[config.mk]
export PLATFORM = sky130hd
export DESIGN_NAME = spi_master_engine
export DESIGN_NICKNAME = d
export VERILOG_FILES = /design/src/rtl/spi_eng_pkg.sv /design/src/rtl/spi_eng_timer.sv /design/src/rtl/spi_eng_phase.sv /design/src/rtl/spi_eng_shifter.sv /design/src/rtl/spi_master_engine.sv
export SDC_FILE = /design/constraint.sdc
export NUM_CORES = 1
export LEC_CHECK = 0
export BUFFER_PORTS_ARGS = -buffer_cell sky130_fd_sc_hd__clkbuf_2
export CORE_UTILIZATION = 55
export CTS_BUF_LIST = sky130_fd_sc_hd__clkbuf_8
export CTS_CLUSTER_DIAMETER = 150
export DETAILED_ROUTE_END_ITERATION = 8
export PLACE_DENSITY = 0.76
export SETUP_SLACK_MARGIN = 0.05
export SLEW_MARGIN = 20
export SYNTH_ARGS = -nofsm -noshare
export SYNTH_HDL_FRONTEND = slang
export SYNTH_SLANG_ARGS = --single-unit
[constraint.sdc]
create_clock -name clk -period 4.6 [get_ports clk]
set_input_delay 0.46 -clock clk [delete_from_list [all_inputs] [get_ports clk]]
set_output_delay 0.46 -clock clk [all_outputs]
set_load 0.005 [all_outputs]
[src/rtl/spi_eng_pkg.sv]
package spi_eng_pkg;
  // Rate codes below this value all map to the fastest divisor
  localparam int unsigned FAST_CODE_LIMIT = 3;
  localparam int unsigned FASTEST_DIV     = 4;

  // Peripheral clocks per serial clock period for a given rate code
  function automatic int unsigned eff_divisor(input int unsigned code);
    if (code < FAST_CODE_LIMIT) return FASTEST_DIV;
    return code + 1;
  endfunction

  // Clocks spent at the high level (takes the extra clock of an odd divisor)
  function automatic int unsigned high_span(input int unsigned div);
    return (div + 1) / 2;
  endfunction

  // Clocks spent at the low level
  function automatic int unsigned low_span(input int unsigned div);
    return div / 2;
  endfunction
endpackage

[src/rtl/spi_eng_timer.sv]
module spi_eng_timer #(
  parameter int CNT_W = 8
) (
  input  logic             clk,
  input  logic             rst_n,
  input  logic             clear,
  input  logic             run,
  input  logic [CNT_W-1:0] span,
  output logic             expire
);
  logic [CNT_W-1:0] cnt_q;

  // Fires on the last clock of the current half-period
  assign expire = run && (cnt_q == span - CNT_W'(1));

  always_ff @(posedge clk or negedge rst_n) begin
    if (!rst_n)               cnt_q <= '0;
    else if (clear || expire) cnt_q <= '0;
    else if (run)             cnt_q <= cnt_q + CNT_W'(1);
  end
endmodule

[src/rtl/spi_eng_phase.sv]
module spi_eng_phase #(
  parameter int STEPS = 16
) (
  input  logic clk,
  input  logic rst_n,
  input  logic clear,
  input  logic step,
  output logic odd,
  output logic last
);
  localparam int PH_W = $clog2(STEPS);

  logic [PH_W-1:0] idx_q;

  assign odd  = idx_q[0];
  assign last = (idx_q == PH_W'(STEPS - 1));

  always_ff @(posedge clk or negedge rst_n) begin
    if (!rst_n)     idx_q <= '0;
    else if (clear) idx_q <= '0;
    else if (step)  idx_q <= idx_q + PH_W'(1);
  end
endmodule

[src/rtl/spi_eng_shifter.sv]
module spi_eng_shifter #(
  parameter int WORD_W = 8
) (
  input  logic              clk,
  input  logic              rst_n,
  input  logic              load,
  input  logic [WORD_W-1:0] load_word,
  input  logic              capture,
  input  logic              advance,
  input  logic              finish,
  input  logic              miso,
  output logic              mosi,
  output logic [WORD_W-1:0] rx_word
);
  logic [WORD_W-1:0] sr_q;
  logic              cap_q;
  logic [WORD_W-1:0] sr_next;

  // Sent bits leave at the top, sampled bits enter at the bottom
  assign sr_next = (sr_q << 1) | WORD_W'(cap_q);
  assign mosi    = sr_q[WORD_W-1];

  always_ff @(posedge clk or negedge rst_n) begin
    if (!rst_n) begin
      sr_q    <= '0;
      cap_q   <= 1'b0;
      rx_word <= '0;
    end else begin
      if (load)         sr_q <= load_word;
      else if (advance) sr_q <= sr_next;
      if (capture)      cap_q <= miso;
      if (finish)       rx_word <= sr_next;
    end
  end
endmodule

[src/rtl/spi_master_engine.sv]
module spi_master_engine
  import spi_eng_pkg::*;
#(
  parameter int WORD_W = 8,
  parameter int BRR_W  = 7
) (
  input  logic              clk,
  input  logic              rst_n,
  input  logic [BRR_W-1:0]  baud_sel,
  input  logic              rise_active,
  input  logic              tx_lead,
  input  logic              start,
  input  logic [WORD_W-1:0] tx_word,
  output logic [WORD_W-1:0] rx_word,
  output logic              done,
  output logic              sclk,
  output logic              mosi,
  input  logic              miso
);
  localparam int DIV_W = BRR_W + 1;
  localparam int STEPS = 2 * WORD_W;

  logic             busy_q;
  logic [DIV_W-1:0] div_q;
  logic             rise_q;
  logic             lead_q;
  logic             done_q;

  // Named events shared with the checker
  logic             accept;
  logic             phase_end;
  logic             odd_phase;
  logic             last_phase;
  logic             sample_evt;
  logic             shift_evt;
  logic             finish_evt;
  logic             away_level;
  logic             level_now;
  logic [DIV_W-1:0] span;

  assign accept = start && !busy_q;

  // Even half-periods carry the drive event, odd ones end after the sample;
  // the lead only selects which of them sits away from the idle level.
  assign away_level = lead_q ? odd_phase : !odd_phase;
  assign level_now  = busy_q ? (!rise_q ^ away_level) : !rise_active;
  assign span       = level_now ? DIV_W'(high_span(32'(div_q)))
                                : DIV_W'(low_span(32'(div_q)));

  assign sample_evt = phase_end && !odd_phase;
  assign shift_evt  = phase_end &&  odd_phase && !last_phase;
  assign finish_evt = phase_end &&  odd_phase &&  last_phase;

  always_ff @(posedge clk or negedge rst_n) begin
    if (!rst_n) begin
      busy_q <= 1'b0;
      div_q  <= DIV_W'(FASTEST_DIV);
      rise_q <= 1'b0;
      lead_q <= 1'b0;
      done_q <= 1'b0;
    end else begin
      done_q <= finish_evt;
      if (accept) begin
        busy_q <= 1'b1;
        div_q  <= DIV_W'(eff_divisor(32'(baud_sel)));
        rise_q <= rise_active;
        lead_q <= tx_lead;
      end else if (finish_evt) begin
        busy_q <= 1'b0;
      end
    end
  end

  spi_eng_timer #(.CNT_W(DIV_W)) u_timer (
    .clk    (clk),
    .rst_n  (rst_n),
    .clear  (accept),
    .run    (busy_q),
    .span   (span),
    .expire (phase_end)
  );

  spi_eng_phase #(.STEPS(STEPS)) u_phase (
    .clk   (clk),
    .rst_n (rst_n),
    .clear (accept),
    .step  (phase_end),
    .odd   (odd_phase),
    .last  (last_phase)
  );

  spi_eng_shifter #(.WORD_W(WORD_W)) u_shift (
    .clk       (clk),
    .rst_n     (rst_n),
    .load      (accept),
    .load_word (tx_word),
    .capture   (sample_evt),
    .advance   (shift_evt),
    .finish    (finish_evt),
    .miso      (miso),
    .mosi      (mosi),
    .rx_word   (rx_word)
  );

  assign sclk = level_now;
  assign done = done_q;
endmodule

==> summary.md <==
| Metric | Value |
|---|---|
| Syn nets | `292` |
| Initial DRC Count | `173` |
| Lkg Pwr | `1.30 nW` |
| Design Power | `1.53 mW` |
| Placement Cell Area | `0.00269 mm²` |
| Largest net degree at the start of global routing | `42` |
| Starting Density | `57.7%` |
| Ys Warns | `0` |
| P per Cell Area | `540 mW/mm²` |
| CTS tree | `done` |
| Worst hold margin | `280 ps` |
| #FFs+latches synth | `41` |
| Final setup violation count | `0` |
| FFs w/ async S/R, synth | `100%` |
| Hpwl dp | `3.87 mm` |
| CP peak stage delay | `550 ps` |
| Clock latency on the worst-skew pair | `300 ps` |
| I/O pin total | `32` |
| CTS HTree Levels | `2` |
| Cell Chain, Critical Path | `xor3_1, a21oi_4, inv_2, nand2_1, xor2_1, ha_1, o211ai_1, mux2i_1, xnor2_1, and3_1, and4_1, nand3_4, mux2_4` |
| Status | `complete, no violations` |
| Number of diodes | `0` |
| Drt drc | `0` |
| Max VDD drop | `0.408 mV` |
| Fin worst setup slack | `731 ps` |
| Critical Path Sink Type | `register` |
| Yosys cell types | `54` |
| Via density | `6.00` |
| RSZ-0062 raised after global routing | `false` |
| Final Util | `64.4%` |
| Setup slack at placement | `764 ps` |
| Max-cap violation count | `0` |
| Critical path arrival | `4060 ps` |
| Initial antenna violation count | `0` |
| Hold Violations, Final | `0` |
| Fraction of the mapped netlist area in adder cells | `2.47%` |
| Layout cells sized above 1 | `19.9%` |
| Register area share after synthesis | `40.6%` |
| Worst EP required | `4790 ps` |
| Most common library cell in the layout ignoring fill and taps | `dfrtp_1` |
| Die X | `69.8 µm` |
| Synthesized instance count | `266` |
| Avg Inst Size Synth | `9.52 µm²` |
| Core box area | `0.00438 mm²` |
| Post-synthesis compound-gate area fraction | `13.7%` |
| First-pass GRT wire length | `9.62 mm` |
| Area grow syn2layout | `11.6%` |
| Largest family of logic cells by synthesized area | `simple AND/OR/NAND/NOR gates` |
| TritonRoute pass-1 iters | `4` |
| Routability cong. | `0.939` |
| Row cnt | `24` |
| Die area | `0.00488 mm²` |
| Syn Std Cell Area | `0.00253 mm²` |
| DR WL/cell | `15.8 µm` |
| Fill cells | `374` |
| # placed instances | `335` |
| Layout Cells excl Fill | `343` |
| Simple-gate area share of the yosys netlist | `21.1%` |
| Die Span Y | `69.8 µm` |
| Port Buffers | `31` |
| Crit share post-route | `84.1%` |
| CTS root buf | `clkbuf_8` |
| Number of global-route vias before repair | `1,985` |
| Number of synthesized flops with an enable pin | `0` |
| Nets@finish | `316` |
| CP top delay family | `simple AND/OR/NAND/NOR gates` |
| Post_cts resized | `0` |
| Design area | `0.00282 mm²` |
| Post-CTS Setup Repair Bufs | `0` |
| Synth Flop Type | `dfrtp_1` |
| Multiplexer share of the synthesized area | `7.17%` |
| Final worst path period need | `3870 ps` |
| Total GRT Usage | `24.8%` |
| Grt ovf | `0` |
| Worst-Margin Slew | `1010 ps` |
| Max-slew violations | `0` |
| Drt total wl | `5.42 mm` |
| Max FO, Critical Path | `9` |
| Routed via count | `2,058` |
| Worst Hold Class | `in -> async` |
| Synth Area in XOR/XNOR | `11.6%` |
| Most frequent cells in the layout | `dfrtp_1, nand2_1, clkbuf_2` |
| CTS Hold Bufs | `0` |
| Startpoint Class | `register` |
| Critical path class | `reg -> reg` |
| Buffer depth of the longest clock path | `2` |
| Clock slew at reported path FFs | `90 ps` |
| Max frequency | `258 MHz` |
| # clock sinks | `41` |
| Setup TNS | `0 ps` |
| Slew HR | `32.4%` |
| Clk_skew | `10.4 ps` |
| Worst path bufs/invs | `1` |
| Post-route ant nets | `0` |
| CTS buffer count | `5` |
| Worst path slowest cell | `dfrtp_1` |
-- synth_stat cells (2+ instances only) --
library cell	instances	area [µm²]
a211o_1	3	26.3
mux2i_1	5	50.1
nand4_1	8	50.1
nor3_1	5	25.0
o21ai_0	9	45.0
a21oi_1	8	40.0
and3_1	7	43.8
ha_1	5	62.6
nand2b_1	2	12.5
mux2_4	8	120
or4_1	2	15.0
xor2_1	15	131
or3_1	2	12.5
nand2_1	32	120
a31oi_1	6	37.5
o211ai_1	2	15.0
and2_1	2	12.5
o31ai_1	6	45.0
inv_1	2	7.51
xnor2_1	14	123
nor2_1	28	105
buf_6	2	22.5
clkbuf_1	11	41.3
nand3_1	12	60.1
dfrtp_1	40	1000
a22oi_1	2	15.0
-- registers in the layout, summed over array words and instances, names as in the netlist --
| register | count |
|---|---|
| div_q | 8 |
| rise_q | 1 |
| u_shift.rx_word | 8 |
| done | 1 |
| u_timer.cnt_q | 8 |
| u_shift.cap_q | 1 |
| busy_q | 1 |
| u_shift.sr_q | 8 |
| lead_q | 1 |
| u_phase.idx_q | 4 |
-- worst register-to-register path, delay by kind of cell (launching register included) --
family / cells / cell delay (ps)
buf+inv: 1 / 120
compound gates: 2 / 420
fa+ha+maj: 1 / 270
xor+xnor: 3 / 840
flops: 1 / 550
mux: 2 / 570
simple gates: 4 / 1000
-- logic make-up (layout without fill, tap and decap cells) --
family,after synthesis,in the layout
and+or+nand+nor,108,108
AOI/OAI and AO/OA,49,49
DFF,41,41
xor gates and xnor gates,31,31
buffers and inverters,18,43
muxes,14,14
adders and majority gates,5,5
-- where the power goes --
part | total, mW | switching [mW] | internal, mW
registers | 0.595 | 0.142 | 0.454
logic | 0.580 | 0.308 | 0.272
clock network | 0.351 | 0.132 | 0.219
total | 1.53 | 0.582 | 0.944
-- area by class of cell --
cell class	count	area, µm²	share of cell area, %
clock buffers	5	68.8	2.44
inverters	3	11.3	0.399
well taps	52	65.1	2.30
repair buffers	32	163	5.76
flip-flops and latches	41	1030	36.4
clock inverters	3	68.8	2.44
multi-input cells	207	1420	50.3
-- final timing paths --
kind,slack [ps],cells past startpoint,start,endpoint
worst min register to register,510,2,rise_q$_DFFE_PN0P_,rise_q$_DFFE_PN0P_
worst max-delay path,730,13,u_phase.idx_q[0]$_DFFE_PN0N_,u_shift.rx_word[2]$_DFFE_PN0P_
max in group asynchronous,3740,1,rst_n,u_timer.cnt_q[6]$_DFFE_PN0P_
worst max register to register,730,13,u_phase.idx_q[0]$_DFFE_PN0N_,u_shift.rx_word[2]$_DFFE_PN0P_
min in group clk,360,3,tx_lead,lead_q$_DFFE_PN0P_
worst min-delay path,280,1,rst_n,u_shift.sr_q[6]$_DFFE_PN0P_
-- per-layer routing --
metal	part of all wire (%)	GRT usage (%)
met5	0	0
met4	2.0	8.00
met3	6.2	4.51
met2	43	35.7
met1	49	37.6
Power figures use the tool's default switching activity.
